<file path="src/rtl/potcmd_pkg.sv">
`timescale 1ns/1ps
package potcmd_pkg;
   localparam int CH_W  = 2;
   localparam int RS_W  = 2;
   localparam int NCH   = 1 << CH_W;
   localparam int NREG  = 1 << RS_W;
   localparam int OPC_W = 4;

   localparam logic [OPC_W-1:0] OPC_RD_WIP = 4'b1001;
   localparam logic [OPC_W-1:0] OPC_WR_WIP = 4'b1010;
   localparam logic [OPC_W-1:0] OPC_RD_SET = 4'b1011;
   localparam logic [OPC_W-1:0] OPC_WR_SET = 4'b1100;
   localparam logic [OPC_W-1:0] OPC_S2W    = 4'b1101;
   localparam logic [OPC_W-1:0] OPC_W2S    = 4'b1110;
   localparam logic [OPC_W-1:0] OPC_ALL_S2W = 4'b0001;
   localparam logic [OPC_W-1:0] OPC_ALL_W2S = 4'b1000;
   localparam logic [OPC_W-1:0] OPC_STEP   = 4'b0010;

   typedef enum logic [3:0] {
      OP_NONE, OP_RD_WIP, OP_WR_WIP, OP_RD_SET, OP_WR_SET,
      OP_S2W, OP_W2S, OP_ALL_S2W, OP_ALL_W2S, OP_STEP
   } op_e;

   typedef struct packed {
      op_e             op;
      logic [RS_W-1:0] rs;
      logic [CH_W-1:0] ch;
   } cmd_t;
endpackage

</file>
<file path="src/rtl/potcmd_decode.sv">
`timescale 1ns/1ps
module potcmd_decode
   import potcmd_pkg::*;
(
   input  logic [7:0] cmd_byte_i,
   output cmd_t       cmd_o
);
   always_comb begin
      cmd_o.rs = cmd_byte_i[CH_W +: RS_W];
      cmd_o.ch = cmd_byte_i[0 +: CH_W];
      unique case (cmd_byte_i[7 -: OPC_W])
         OPC_RD_WIP:  cmd_o.op = OP_RD_WIP;
         OPC_WR_WIP:  cmd_o.op = OP_WR_WIP;
         OPC_RD_SET:  cmd_o.op = OP_RD_SET;
         OPC_WR_SET:  cmd_o.op = OP_WR_SET;
         OPC_S2W:     cmd_o.op = OP_S2W;
         OPC_W2S:     cmd_o.op = OP_W2S;
         OPC_ALL_S2W: cmd_o.op = OP_ALL_S2W;
         OPC_ALL_W2S: cmd_o.op = OP_ALL_W2S;
         OPC_STEP:    cmd_o.op = OP_STEP;
         default:     cmd_o.op = OP_NONE;
      endcase
   end
endmodule

</file>
<file path="src/rtl/potcmd_nv_timer.sv">
`timescale 1ns/1ps
module potcmd_nv_timer #(
   parameter int CYCLES = 16
) (
   input  logic clk,
   input  logic rst_n,
   input  logic start_i,
   output logic busy_o
);
   localparam int CW = $clog2(CYCLES + 1);

   if (CYCLES < 1) begin : g_bad_cycles
      $error("potcmd_nv_timer: CYCLES must be at least 1");
   end

   logic [CW-1:0] cnt_q;

   always_ff @(posedge clk or negedge rst_n) begin
      if (!rst_n)              cnt_q <= '0;
      else if (start_i)        cnt_q <= CW'(CYCLES);
      else if (cnt_q != '0)    cnt_q <= cnt_q - 1'b1;
   end

   assign busy_o = (cnt_q != '0);

   // the busy window only opens from a commit
   a_r7_busy_from_commit: assert property (@(posedge clk) disable iff (!rst_n)
      $rose(busy_o) |-> $past(start_i));
   // no new commit while a window is open
   a_r7_no_overlap: assert property (@(posedge clk) disable iff (!rst_n)
      start_i |-> !busy_o);
endmodule

</file>
<file path="src/rtl/potcmd_bank.sv">
`timescale 1ns/1ps
module potcmd_bank
   import potcmd_pkg::*;
#(
   parameter int          DW    = 6,
   parameter int unsigned INIT0 = 0
) (
   input  logic                clk,
   input  logic                rst_n,
   input  logic                we_i,
   input  logic [NCH-1:0]      wmask_i,
   input  logic [RS_W-1:0]     wsel_i,
   input  logic [NCH*DW-1:0]   wdata_i,
   input  logic [CH_W-1:0]     rch_i,
   input  logic [RS_W-1:0]     rsel_i,
   output logic [DW-1:0]       rdata_o,
   input  logic [RS_W-1:0]     csel_i,
   output logic [NCH*DW-1:0]   col_o
);
   localparam int FLAT_W = NCH * NREG * DW;

   logic [DW-1:0]     mem [NCH][NREG];
   logic [FLAT_W-1:0] flat;

   for (genvar c = 0; c < NCH; c++) begin : g_ch
      for (genvar r = 0; r < NREG; r++) begin : g_rs
         localparam logic [DW-1:0] RST_V = (r == 0) ? DW'(INIT0) : '0;
         always_ff @(posedge clk or negedge rst_n) begin
            if (!rst_n)
               mem[c][r] <= RST_V;
            else if (we_i && wmask_i[c] && (wsel_i == RS_W'(r)))
               mem[c][r] <= wdata_i[c*DW +: DW];
         end
         assign flat[(c*NREG + r)*DW +: DW] = mem[c][r];
      end
      assign col_o[c*DW +: DW] = mem[c][csel_i];
   end

   assign rdata_o = mem[rch_i][rsel_i];

   // settings move only on a commit
   a_r6_hold_without_commit: assert property (@(posedge clk) disable iff (!rst_n)
      !we_i |=> $stable(flat));
endmodule

</file>
<file path="src/rtl/pot_cmd_exec.sv">
`timescale 1ns/1ps
module pot_cmd_exec
   import potcmd_pkg::*;
#(
   parameter int          DW         = 6,
   parameter int          NVW_CYCLES = 16,
   parameter int unsigned DR0_INIT   = 32,
   parameter bit          RD_REG     = 1'b1
) (
   input  logic              clk,
   input  logic              rst_n,
   input  logic              cmd_valid,
   input  logic [7:0]        cmd_byte,
   input  logic              data_valid,
   input  logic [7:0]        data_byte,
   input  logic              start_seen,
   input  logic              stop_seen,
   input  logic              wp_n,
   input  logic [4*DW-1:0]   wiper_in,
   output logic [3:0]        wiper_load,
   output logic [4*DW-1:0]   wiper_data,
   output logic [3:0]        step_en,
   output logic              rd_valid,
   output logic [DW-1:0]     rd_data,
   output logic              busy
);
   localparam int VW = NCH * DW;

   if (DW < 1 || DW > 8) begin : g_bad_dw
      $error("pot_cmd_exec: DW must lie in 1..8");
   end
   if (DR0_INIT >= (1 << DW)) begin : g_bad_init
      $error("pot_cmd_exec: DR0_INIT does not fit in DW bits");
   end
   if (NCH != 4) begin : g_bad_nch
      $error("pot_cmd_exec: channel field must give four channels");
   end

   cmd_t             dec;
   logic             rec_done_q;
   logic             accept_cmd, accept_dat, commit;
   op_e              cur_op_q;
   logic [CH_W-1:0]  cur_ch_q;
   logic             pend_q;
   logic [NCH-1:0]   stg_mask_q;
   logic [RS_W-1:0]  stg_rs_q;
   logic [VW-1:0]    stg_val_q;
   logic [NCH-1:0]   load_q, step_q;
   logic [VW-1:0]    load_data_q;
   logic [RS_W-1:0]  col_sel;
   logic [VW-1:0]    col_rd;
   logic [DW-1:0]    set_rd;
   logic             rd_hit;
   logic [DW-1:0]    rd_src;
   logic [DW-1:0]    dat;

   potcmd_decode u_dec (
      .cmd_byte_i (cmd_byte),
      .cmd_o      (dec)
   );

   assign accept_cmd = cmd_valid  && !busy && rec_done_q;
   assign accept_dat = data_valid && !busy && rec_done_q;
   assign commit     = stop_seen && pend_q && wp_n && !busy;
   assign col_sel    = rec_done_q ? dec.rs : '0;
   assign dat        = data_byte[DW-1:0];

   potcmd_bank #(
      .DW    (DW),
      .INIT0 (DR0_INIT)
   ) u_bank (
      .clk     (clk),
      .rst_n   (rst_n),
      .we_i    (commit),
      .wmask_i (stg_mask_q),
      .wsel_i  (stg_rs_q),
      .wdata_i (stg_val_q),
      .rch_i   (dec.ch),
      .rsel_i  (dec.rs),
      .rdata_o (set_rd),
      .csel_i  (col_sel),
      .col_o   (col_rd)
   );

   potcmd_nv_timer #(
      .CYCLES (NVW_CYCLES)
   ) u_timer (
      .clk     (clk),
      .rst_n   (rst_n),
      .start_i (commit),
      .busy_o  (busy)
   );

   always_ff @(posedge clk or negedge rst_n) begin
      if (!rst_n) begin
         rec_done_q  <= 1'b0;
         cur_op_q    <= OP_NONE;
         cur_ch_q    <= '0;
         pend_q      <= 1'b0;
         stg_mask_q  <= '0;
         stg_rs_q    <= '0;
         stg_val_q   <= '0;
         load_q      <= '0;
         load_data_q <= '0;
         step_q      <= '0;
      end else begin
         load_q     <= '0;
         rec_done_q <= 1'b1;
         if (!rec_done_q) begin
            load_q      <= '1;
            load_data_q <= col_rd;
         end
         if (start_seen || stop_seen) begin
            cur_op_q <= OP_NONE;
            pend_q   <= 1'b0;
            step_q   <= '0;
         end else if (accept_cmd) begin
            cur_op_q <= dec.op;
            cur_ch_q <= dec.ch;
            pend_q   <= 1'b0;
            step_q   <= '0;
            unique case (dec.op)
               OP_S2W: begin
                  load_q[dec.ch] <= 1'b1;
                  load_data_q[int'(dec.ch)*DW +: DW] <= col_rd[int'(dec.ch)*DW +: DW];
               end
               OP_ALL_S2W: begin
                  load_q      <= '1;
                  load_data_q <= col_rd;
               end
               OP_W2S: begin
                  stg_mask_q <= NCH'(1) << dec.ch;
                  stg_rs_q   <= dec.rs;
                  stg_val_q[int'(dec.ch)*DW +: DW] <= wiper_in[int'(dec.ch)*DW +: DW];
                  pend_q     <= 1'b1;
               end
               OP_ALL_W2S: begin
                  stg_mask_q <= '1;
                  stg_rs_q   <= dec.rs;
                  stg_val_q  <= wiper_in;
                  pend_q     <= 1'b1;
               end
               OP_WR_SET: stg_rs_q <= dec.rs;
               OP_STEP:   step_q[dec.ch] <= 1'b1;
               default: ;
            endcase
         end else if (accept_dat) begin
            if (cur_op_q == OP_WR_WIP) begin
               load_q[cur_ch_q] <= 1'b1;
               load_data_q[int'(cur_ch_q)*DW +: DW] <= dat;
            end
            if (cur_op_q == OP_WR_SET) begin
               stg_mask_q <= NCH'(1) << cur_ch_q;
               stg_val_q[int'(cur_ch_q)*DW +: DW] <= dat;
               pend_q     <= 1'b1;
            end
            cur_op_q <= OP_NONE;
         end
      end
   end

   assign wiper_load = load_q;
   assign wiper_data = load_data_q;
   assign step_en    = step_q;

   assign rd_hit = accept_cmd && ((dec.op == OP_RD_WIP) || (dec.op == OP_RD_SET));
   assign rd_src = (dec.op == OP_RD_WIP) ? wiper_in[int'(dec.ch)*DW +: DW] : set_rd;

   if (RD_REG) begin : g_rd_reg
      logic          rd_valid_q;
      logic [DW-1:0] rd_data_q;
      always_ff @(posedge clk or negedge rst_n) begin
         if (!rst_n) begin
            rd_valid_q <= 1'b0;
            rd_data_q  <= '0;
         end else begin
            rd_valid_q <= rd_hit;
            if (rd_hit) rd_data_q <= rd_src;
         end
      end
      assign rd_valid = rd_valid_q;
      assign rd_data  = rd_data_q;

      // a read arriving in the busy window is dropped
      a_r7_busy_drops_read: assert property (@(posedge clk) disable iff (!rst_n)
         busy && cmd_valid |=> !rd_valid);
   end else begin : g_rd_comb
      assign rd_valid = rd_hit;
      assign rd_data  = rd_src;
   end

   // no wiper load follows a cycle spent busy
   a_r7_busy_no_load: assert property (@(posedge clk) disable iff (!rst_n)
      busy |=> (wiper_load == '0));
   // protected stop never opens a busy window
   a_r8_protect_no_busy: assert property (@(posedge clk) disable iff (!rst_n)
      stop_seen && !wp_n && !busy |=> !busy);
   // at most one channel in step mode
   a_r9_step_onehot: assert property (@(posedge clk) disable iff (!rst_n)
      $onehot0(step_en));
   // start or stop ends step mode
   a_r9_step_ends: assert property (@(posedge clk) disable iff (!rst_n)
      (stop_seen || start_seen) |=> (step_en == '0));
endmodule

</file>
<file path="config.mk">
export PLATFORM = sky130hd
export DESIGN_NAME = pot_cmd_exec
export DESIGN_NICKNAME = d
export VERILOG_FILES = /design/src/rtl/potcmd_pkg.sv /design/src/rtl/potcmd_decode.sv /design/src/rtl/potcmd_nv_timer.sv /design/src/rtl/potcmd_bank.sv /design/src/rtl/pot_cmd_exec.sv
export SDC_FILE = /design/constraint.sdc
export NUM_CORES = 1
export LEC_CHECK = 0
export BUFFER_PORTS_ARGS = -buffer_cell sky130_fd_sc_hd__buf_2
export CELL_PAD_IN_SITES_DETAIL_PLACEMENT = 0
export CELL_PAD_IN_SITES_GLOBAL_PLACEMENT = 1
export CORE_MARGIN = 5
export CORE_UTILIZATION = 52
export DETAILED_ROUTE_END_ITERATION = 10
export PLACE_DENSITY_LB_ADDON = 0.12
export SYNTH_ARGS = -nofsm -noshare
export SYNTH_HDL_FRONTEND = slang
export SYNTH_SLANG_ARGS = --single-unit
export TNS_END_PERCENT = 1
</file>
<file path="constraint.sdc">
create_clock -name clk -period 7.2 [get_ports clk]
set_clock_uncertainty 0.1 [all_clocks]
set_input_delay 0 -clock clk [delete_from_list [all_inputs] [get_ports clk]]
set_output_delay 0 -clock clk [all_outputs]
set_load 0.01 [all_outputs]
</file>
==> results by group, run 1 <==
Finish
  – Most common cell after layout, fill and taps aside: dfrtp_1
  – Final nets: 1255
  – Layout cell share with drive strength beyond 1: 28.2%
  – Area Growth Syn to Fin: 13.1%
  – Ant. Diodes: 0
  – Fill count: 1961
  – Commonest cells after routing, fill and taps aside: 173 x dfrtp_1, 143 x mux2_2, 94 x nand2_1

Setup path
  – CP Max Fanout: 28
  – R2R depth: 8
  – CP peak stage delay: 0.72 ns
  – Worst path slowest cell: dfrtp_1
  – WP data required: 7.49 ns
  – Worst Path Arrival: 4.22 ns
  – Sequence of cells on the critical path: inv_1 -> ha_1 -> or3b_2 -> a21oi_1 -> a31oi_1 -> or3b_2 -> a21oi_1 -> mux2_2
  – Worst Path Buf+Inv: 1
  – CP top delay family: simple AND/OR/NAND/NOR gates
  – CP endpoint kind: flop
  – CP Depth: 8
  – Crit path launch type: flop
  – WS Path Type: reg2reg

Clocking
  – CTS max path bufs: 2
  – Worst skew pair latency: 0.45 ns
  – CTS Sinks: 178
  – Clock root cell: clkbuf_16
  – CTS tree: done
  – H-tree Lvls: 4
  – Resized cells post-CTS: 0
  – Number of post-CTS setup repair buffers: 0
  – Worst-path clk slew: 0.08 ns
  – Clock buffer count from CTS: 17

Outcome
  – Status: complete, no violations

Yosys
  – Avg Synthesized Cell Area: 10.4 um^2
  – Ys Warns: 0
  – Synth top area cells: dfrtp_1 38%, mux2_2 14%, mux4_2 6.4%
  – Async SR Flop Fraction: 100%
  – Post-synth top area share: 37.6%
  – Top FF cell, synth: dfrtp_1
  – Post-synth EDFFs: 0
  – Register area share after synthesis: 38.5%
  – Syn_nets: 1176
  – Netlist cell types: 83
  – Syn Inst Count: 1112
  – Mapped cell area: 11600 um^2
  – Flip-flop and latch count after synthesis: 178
  – Largest area contributor in the netlist: dfrtp_1

STA
  – FMAX: 255 MHz
  – RSZ-0062 raised after global routing: no
  – Final min period: 3.93 ns
  – Slack of the critical path: 3.27 ns
  – Slew HR: 23.3%
  – Setup tns final: 0 ns
  – Setup violators final: 0
  – Least-Margin Pin Slew: 1.14 ns
  – Period utilization: 54.6%
  – Final Hold Vio Count: 0
  – Final Max Slew Viols: 0

GRT
  – Number of global-route vias before repair: 9784
  – Overflow after GRT: 0
  – Antenna violations before repair: 0
  – Pin count of the biggest net entering global routing: 77
  – All-Layer GR Usage: 33.2%
  – First-pass GRT wire length: 64.4 mm

Route
  – DR iter-0 viols: 1382
  – DRC Markers: 0
  – Total number of vias: 10300
  – Iteration count of the initial detailed-routing pass: 6
  – DR vias/cell: 6.97
  – WL/cell: 29.1 um
  – Routed Antenna Nets: 0
  – Routed wire length: 43.3 mm

Power and ir drop
  – Total power: 2.83 mW
  – Net Switching: 1.07 mW
  – P_leak: 6.02 nW
  – Sequential group share of total power: 38.3%
  – Sw frac: 37.7%
  – Power Density: 216 nW/um^2
  – VDD IR max: 0.154 mV
  – Cell-internal power: 1.76 mW
  – Clk network pwr share: 35.3%
  – Comb power frac: 26.5%

Worst hold path
  – Hold Crit Class: in2reg
  – Hold depth: 5

Placed design
  – Placer Congestion: 0.970
  – Dpl hpwl: 31.6 mm
  – IO Port Bufs: 84
  – Pre-CTS setup slack: 3.35 ns

Floorplan
  – Core area: 21900 um^2
  – Die X: 159 um
  – Die area: 25400 um^2
  – Die Y: 159 um
  – Starting Density: 52.9%
  – Row count: 54
  – Boundary pin count: 87

Run
  – Max Cap Viol: 0
## tightest hold or removal path, cell delays in order
cell,delay (ns)
buf_2,0.09
nand2_1,0.05
a21oi_1,0.12
a41o_1,0.12
mux2_2,0.14
## routing by layer
layer  global-route usage (%)  vias up  share of wire [%]
li1                         -     4421                  -
met3                     6.78      100                9.9
met4                     10.0        0                3.2
met1                     47.2     5182                 41
met2                     51.7      644                 46
met5                        0        -                  0
## synthesized netlist by cell type (4+ instances only)
master,instances
or3_1,10
o211ai_1,9
mux2_2,143
nand2b_1,5
clkbuf_1,33
nand4_1,8
o221ai_1,15
mux2i_1,58
ha_1,17
and3_1,12
nor2_1,52
nor3_1,14
a31o_2,4
a211oi_1,16
a21o_1,5
buf_4,4
nand3b_1,4
nor4_1,7
a31oi_1,12
o22ai_1,10
dfstp_2,4
a211o_1,6
nor3b_1,5
o22a_1,5
nor2b_1,13
inv_1,17
and2_1,9
nand2_1,94
o21a_1,9
buf_2,27
a22o_1,7
a21bo_2,4
nand3_1,42
mux4_2,33
a22oi_1,25
dfrtp_1,174
o2111ai_1,7
a21oi_1,52
o21ai_0,60
buf_1,5
o2bb2ai_1,8
## logic make-up (layout without fill, tap and decap cells)
| kind of cell | after synthesis | after routing | synth area share [%] |
|---|---|---|---|
| XOR/XNOR | 3 | 3 | 0.227 |
| AND/OR/NAND/NOR | 299 | 299 | 13.3 |
| buffers and inverters | 91 | 183 | 3.51 |
| flip-flops | 178 | 178 | 38.5 |
| other | 1 | 1 | 0.0324 |
| AO/OA/AOI/OAI | 288 | 288 | 17.2 |
| adder cells (fa/ha/maj) | 17 | 17 | 1.84 |
| multiplexers | 235 | 235 | 25.4 |
## stage by stage
step                      hold slack (ns)  util [%]  area, um^2  instances
after floorplan                    -0.396         -       11600       1112
after CTS                          0.0200      59.9       13100       1484
after detailed placement         -0.00104      55.6       12200       1421
final                              0.0216      59.9       13100       1484
after global placement            -0.0156      55.6       12200       1421
after global routing               0.0580      59.9       13100       1484
## flip-flops by register name, indices dropped and copies added, names as in the netlist
register	count
pend_q	1
cur_op_q	4
wiper_load	4
rd_data	6
stg_mask_q	4
step_en	4
cur_ch_q	2
wiper_data	24
u_bank.flat	96
rec_done_q	1
stg_rs_q	2
u_timer.cnt_q	5
rd_valid	1
stg_val_q	24
## cell type report
class                   count  area [um^2]  area share [%]
clock buffers              17          425            3.24
clock inverters            15          201            1.54
inverters                  19         71.3           0.544
multi-input cells         843         6740            51.4
flip-flops and latches    178         4460            34.0
well taps                 280          350            2.67
repair buffers            132          865            6.59
## worst paths after layout
check | startpoint | endpoint | slack (ns)
worst max-delay path | cur_ch_q[0] | stg_val_q[19] | 3.27
worst min-delay path | wiper_in[21] | stg_val_q[21] | 0.02
worst max register to register | cur_ch_q[0] | stg_val_q[19] | 3.27
worst min register to register | rd_data[3] | rd_data[3] | 0.37
max in group asynchronous | rst_n | rec_done_q | 4.98
min in group asynchronous | rst_n | u_bank.flat[21] | 0.06
## power by group through the flow
stage | registers, mW | logic, mW | clock network, mW
2_1_floorplan | 1.09 | 0.439 | 0
3_5_place_dp | 1.10 | 0.705 | 0
4_1_cts | 1.08 | 0.723 | 1.00
6_report | 1.08 | 0.750 | 0.998
5_1_grt | 1.09 | 0.781 | 1.05
3_3_place_gp | 1.10 | 0.703 | 0
## timing repair
action / CTS / global route
hold endpoints to repair: 107 / 0
hold buffers: 31 / 0
setup endpoints to repair: 0 / 0
Power figures use the tool's default switching activity.
==> inputs of run 2 (changes only) <==
Settings changed: CORE_UTILIZATION 52 to 49.
Clock period 7.2 ns to 3.85 ns, I/O delays scaled along.
==> run 2 against run 1 <==
  * Clock-buffer cell count grew 1
  * Register-to-register slack got worse by 2.6 ns
  * Combinational power is 99% higher
  * Critical path depth increased by 3
  * Via count fell by 0.82%
  * First-iteration DRC count rose by 3.0%
  * Final area grew 1.2%
  * Flip-flop and latch count did not move
  * Worst hold slack got worse by 0.018 ns
  * Critical path type is now in2reg
  * Critical endpoint is now stg_val_q[10]
  * Largest cell class unchanged
  * Largest power group unchanged
  * Highest routed layer unchanged
==> results by group, run 2 (synthesis gave the netlist of run 1 again) <==
Setup path
  – CP Max Fanout: 15
  – Worst Path Arrival: 3.51 ns
  – Reg-to-reg slack, setup: 0.66 ns
  – WP data required: 4.12 ns
  – Crit path launch type: primary input
  – CP endpoint kind: flop
  – R2R depth: 7
  – WS Path Type: in2reg

GRT
  – Number of global-route vias before repair: 9694
  – First-pass GRT wire length: 64.6 mm
  – Pin count of the biggest net entering global routing: 95
  – Overflow after GRT: 0
  – All-Layer GR Usage: 32.9%
  – Antenna violations before repair: 0

Floorplan
  – Die area: 26800 um^2
  – Starting Density: 49.5%
  – Row count: 56
  – Die X: 164 um
  – Die Y: 164 um
  – Boundary pin count: 87
  – Core area: 23400 um^2

Placed design
  – IO Port Bufs: 84
  – Dpl hpwl: 32.7 mm
  – Cells after DPL: 1484
  – Placer Congestion: 0.994
  – DP Area: 12400 um^2
  – Pre-CTS setup slack: 0.688 ns

STA
  – Final min period: 3.23 ns
  – FMAX: 309 MHz
  – Least-Margin Pin Slew: 1.10 ns
  – Final Max Slew Viols: 0
  – Setup violators final: 0
  – Slack of the critical path: 0.618 ns
  – Slew HR: 26.6%
  – Hold_ws: 0.00354 ns
  – Setup tns final: 0 ns
  – Period utilization: 84.0%
  – Final Hold Vio Count: 0
  – RSZ-0062 raised after global routing: no

Route
  – Routed Antenna Nets: 0
  – DRC Markers: 0
  – DR vias/cell: 6.66
  – Iteration count of the initial detailed-routing pass: 5
  – DR iter-0 viols: 1424
  – Total number of vias: 10300
  – WL/cell: 28.4 um
  – Routed wire length: 43.8 mm

Finish
  – Most common cell after layout, fill and taps aside: dfrtp_1
  – Final nets: 1273
  – Final Util: 56.7%
  – Area Growth Syn to Fin: 14.5%
  – Layout cell share with drive strength beyond 1: 29.6%
  – Final instance area: 13300 um^2
  – Ant. Diodes: 0
  – Final non-filler cell total: 1541
  – Largest register FFs: 96
  – Commonest cells after routing, fill and taps aside: 173 x dfrtp_1, 143 x mux2_2, 94 x nand2_1

Clocking
  – CTS Sinks: 178
  – Resized cells post-CTS: 0
  – Clock root cell: clkbuf_16
  – CTS max path bufs: 2
  – H-tree Lvls: 4
  – CTS tree: done
  – Worst skew pair latency: 0.45 ns
  – Worst-path clk slew: 0.07 ns
  – Clock buffer count from CTS: 17
  – Number of post-CTS setup repair buffers: 0

Power and ir drop
  – Cell-internal power: 3.27 mW
  – Sequential group share of total power: 38.0%
  – Power Density: 396 nW/um^2
  – VDD IR max: 0.277 mV
  – P_leak: 6.12 nW
  – Sw frac: 37.7%
  – Total power: 5.25 mW
  – Comb power frac: 28.3%
  – Net Switching: 1.98 mW
  – Clk network pwr share: 33.7%

Worst hold path
  – Hold depth: 5
  – Hold Crit Class: in2reg

Run
  – Max Cap Viol: 0

Outcome
  – Status: complete, no violations
run 2: changes by cell type in the layout (fill, tap and decap cells not counted):
cell / delta
a311oi_2: -1
clkbuf_1: +1
inv_12: -1
a311oi_1: +1
bufinv_16: -1
clkinv_2: +1
clkinvlp_4: -1
buf_4: +21
dlygate4sd3_1: -6
inv_6: +2
inv_8: -1
buf_12: +3
run 2: final timing paths:
check                            startpoint         endpoint
max in group asynchronous             rst_n  u_bank.flat[29]
min reg2reg                      rd_data[3]       rd_data[3]
min in group asynchronous             rst_n  u_bank.flat[15]
max                             cmd_byte[0]    stg_val_q[10]
max reg2reg                u_timer.cnt_q[0]  u_bank.flat[95]
min                            wiper_in[21]    stg_val_q[21]
run 2: per-layer routing:
metal	vias to the layer above	wire (um)	GRT usage, %
met1	5135	18500	47.9
met2	576	19400	48.8
li1	4457	-	-
met5	-	0	0
met4	0	1670	12.4
met3	94	4170	6.27
run 2: cell type report:
cell class | instances | area, um^2
timing repair buffer | 150 | 1020
inverter | 19 | 71.3
clock inverter | 14 | 159
tap | 319 | 399
fill | 2117 | 10100
sequential | 178 | 4460
multi-input combinational | 843 | 6730
clock buffer | 18 | 429
run 2: power by group through the flow:
stage | Sequential, mW | Clock [mW] | Combinational (mW)
floorplan | 2.03 | 0 | 0.821
global route | 2.01 | 1.87 | 1.57
detailed placement | 2.03 | 0 | 1.41
finish | 2.00 | 1.77 | 1.49
global placement | 2.03 | 0 | 1.41
CTS | 2.00 | 1.78 | 1.44
run 2: critical path, cell delays in order:
cell           delay, ns
dlygate4sd3_1       0.54
buf_2               0.39
inv_1               0.32
ha_1                0.58
nor4bb_1            0.32
buf_4               0.21
nand2_1             0.14
nor3b_1             0.24
a21oi_1             0.07
o21ai_0             0.45
mux2_2              0.24
run 2: repair_timing:
action / in CTS / in global routing
endpoints found under the setup margin: 0 / 0
hold buffers: 25 / 0
endpoints found under the hold margin: 114 / 0
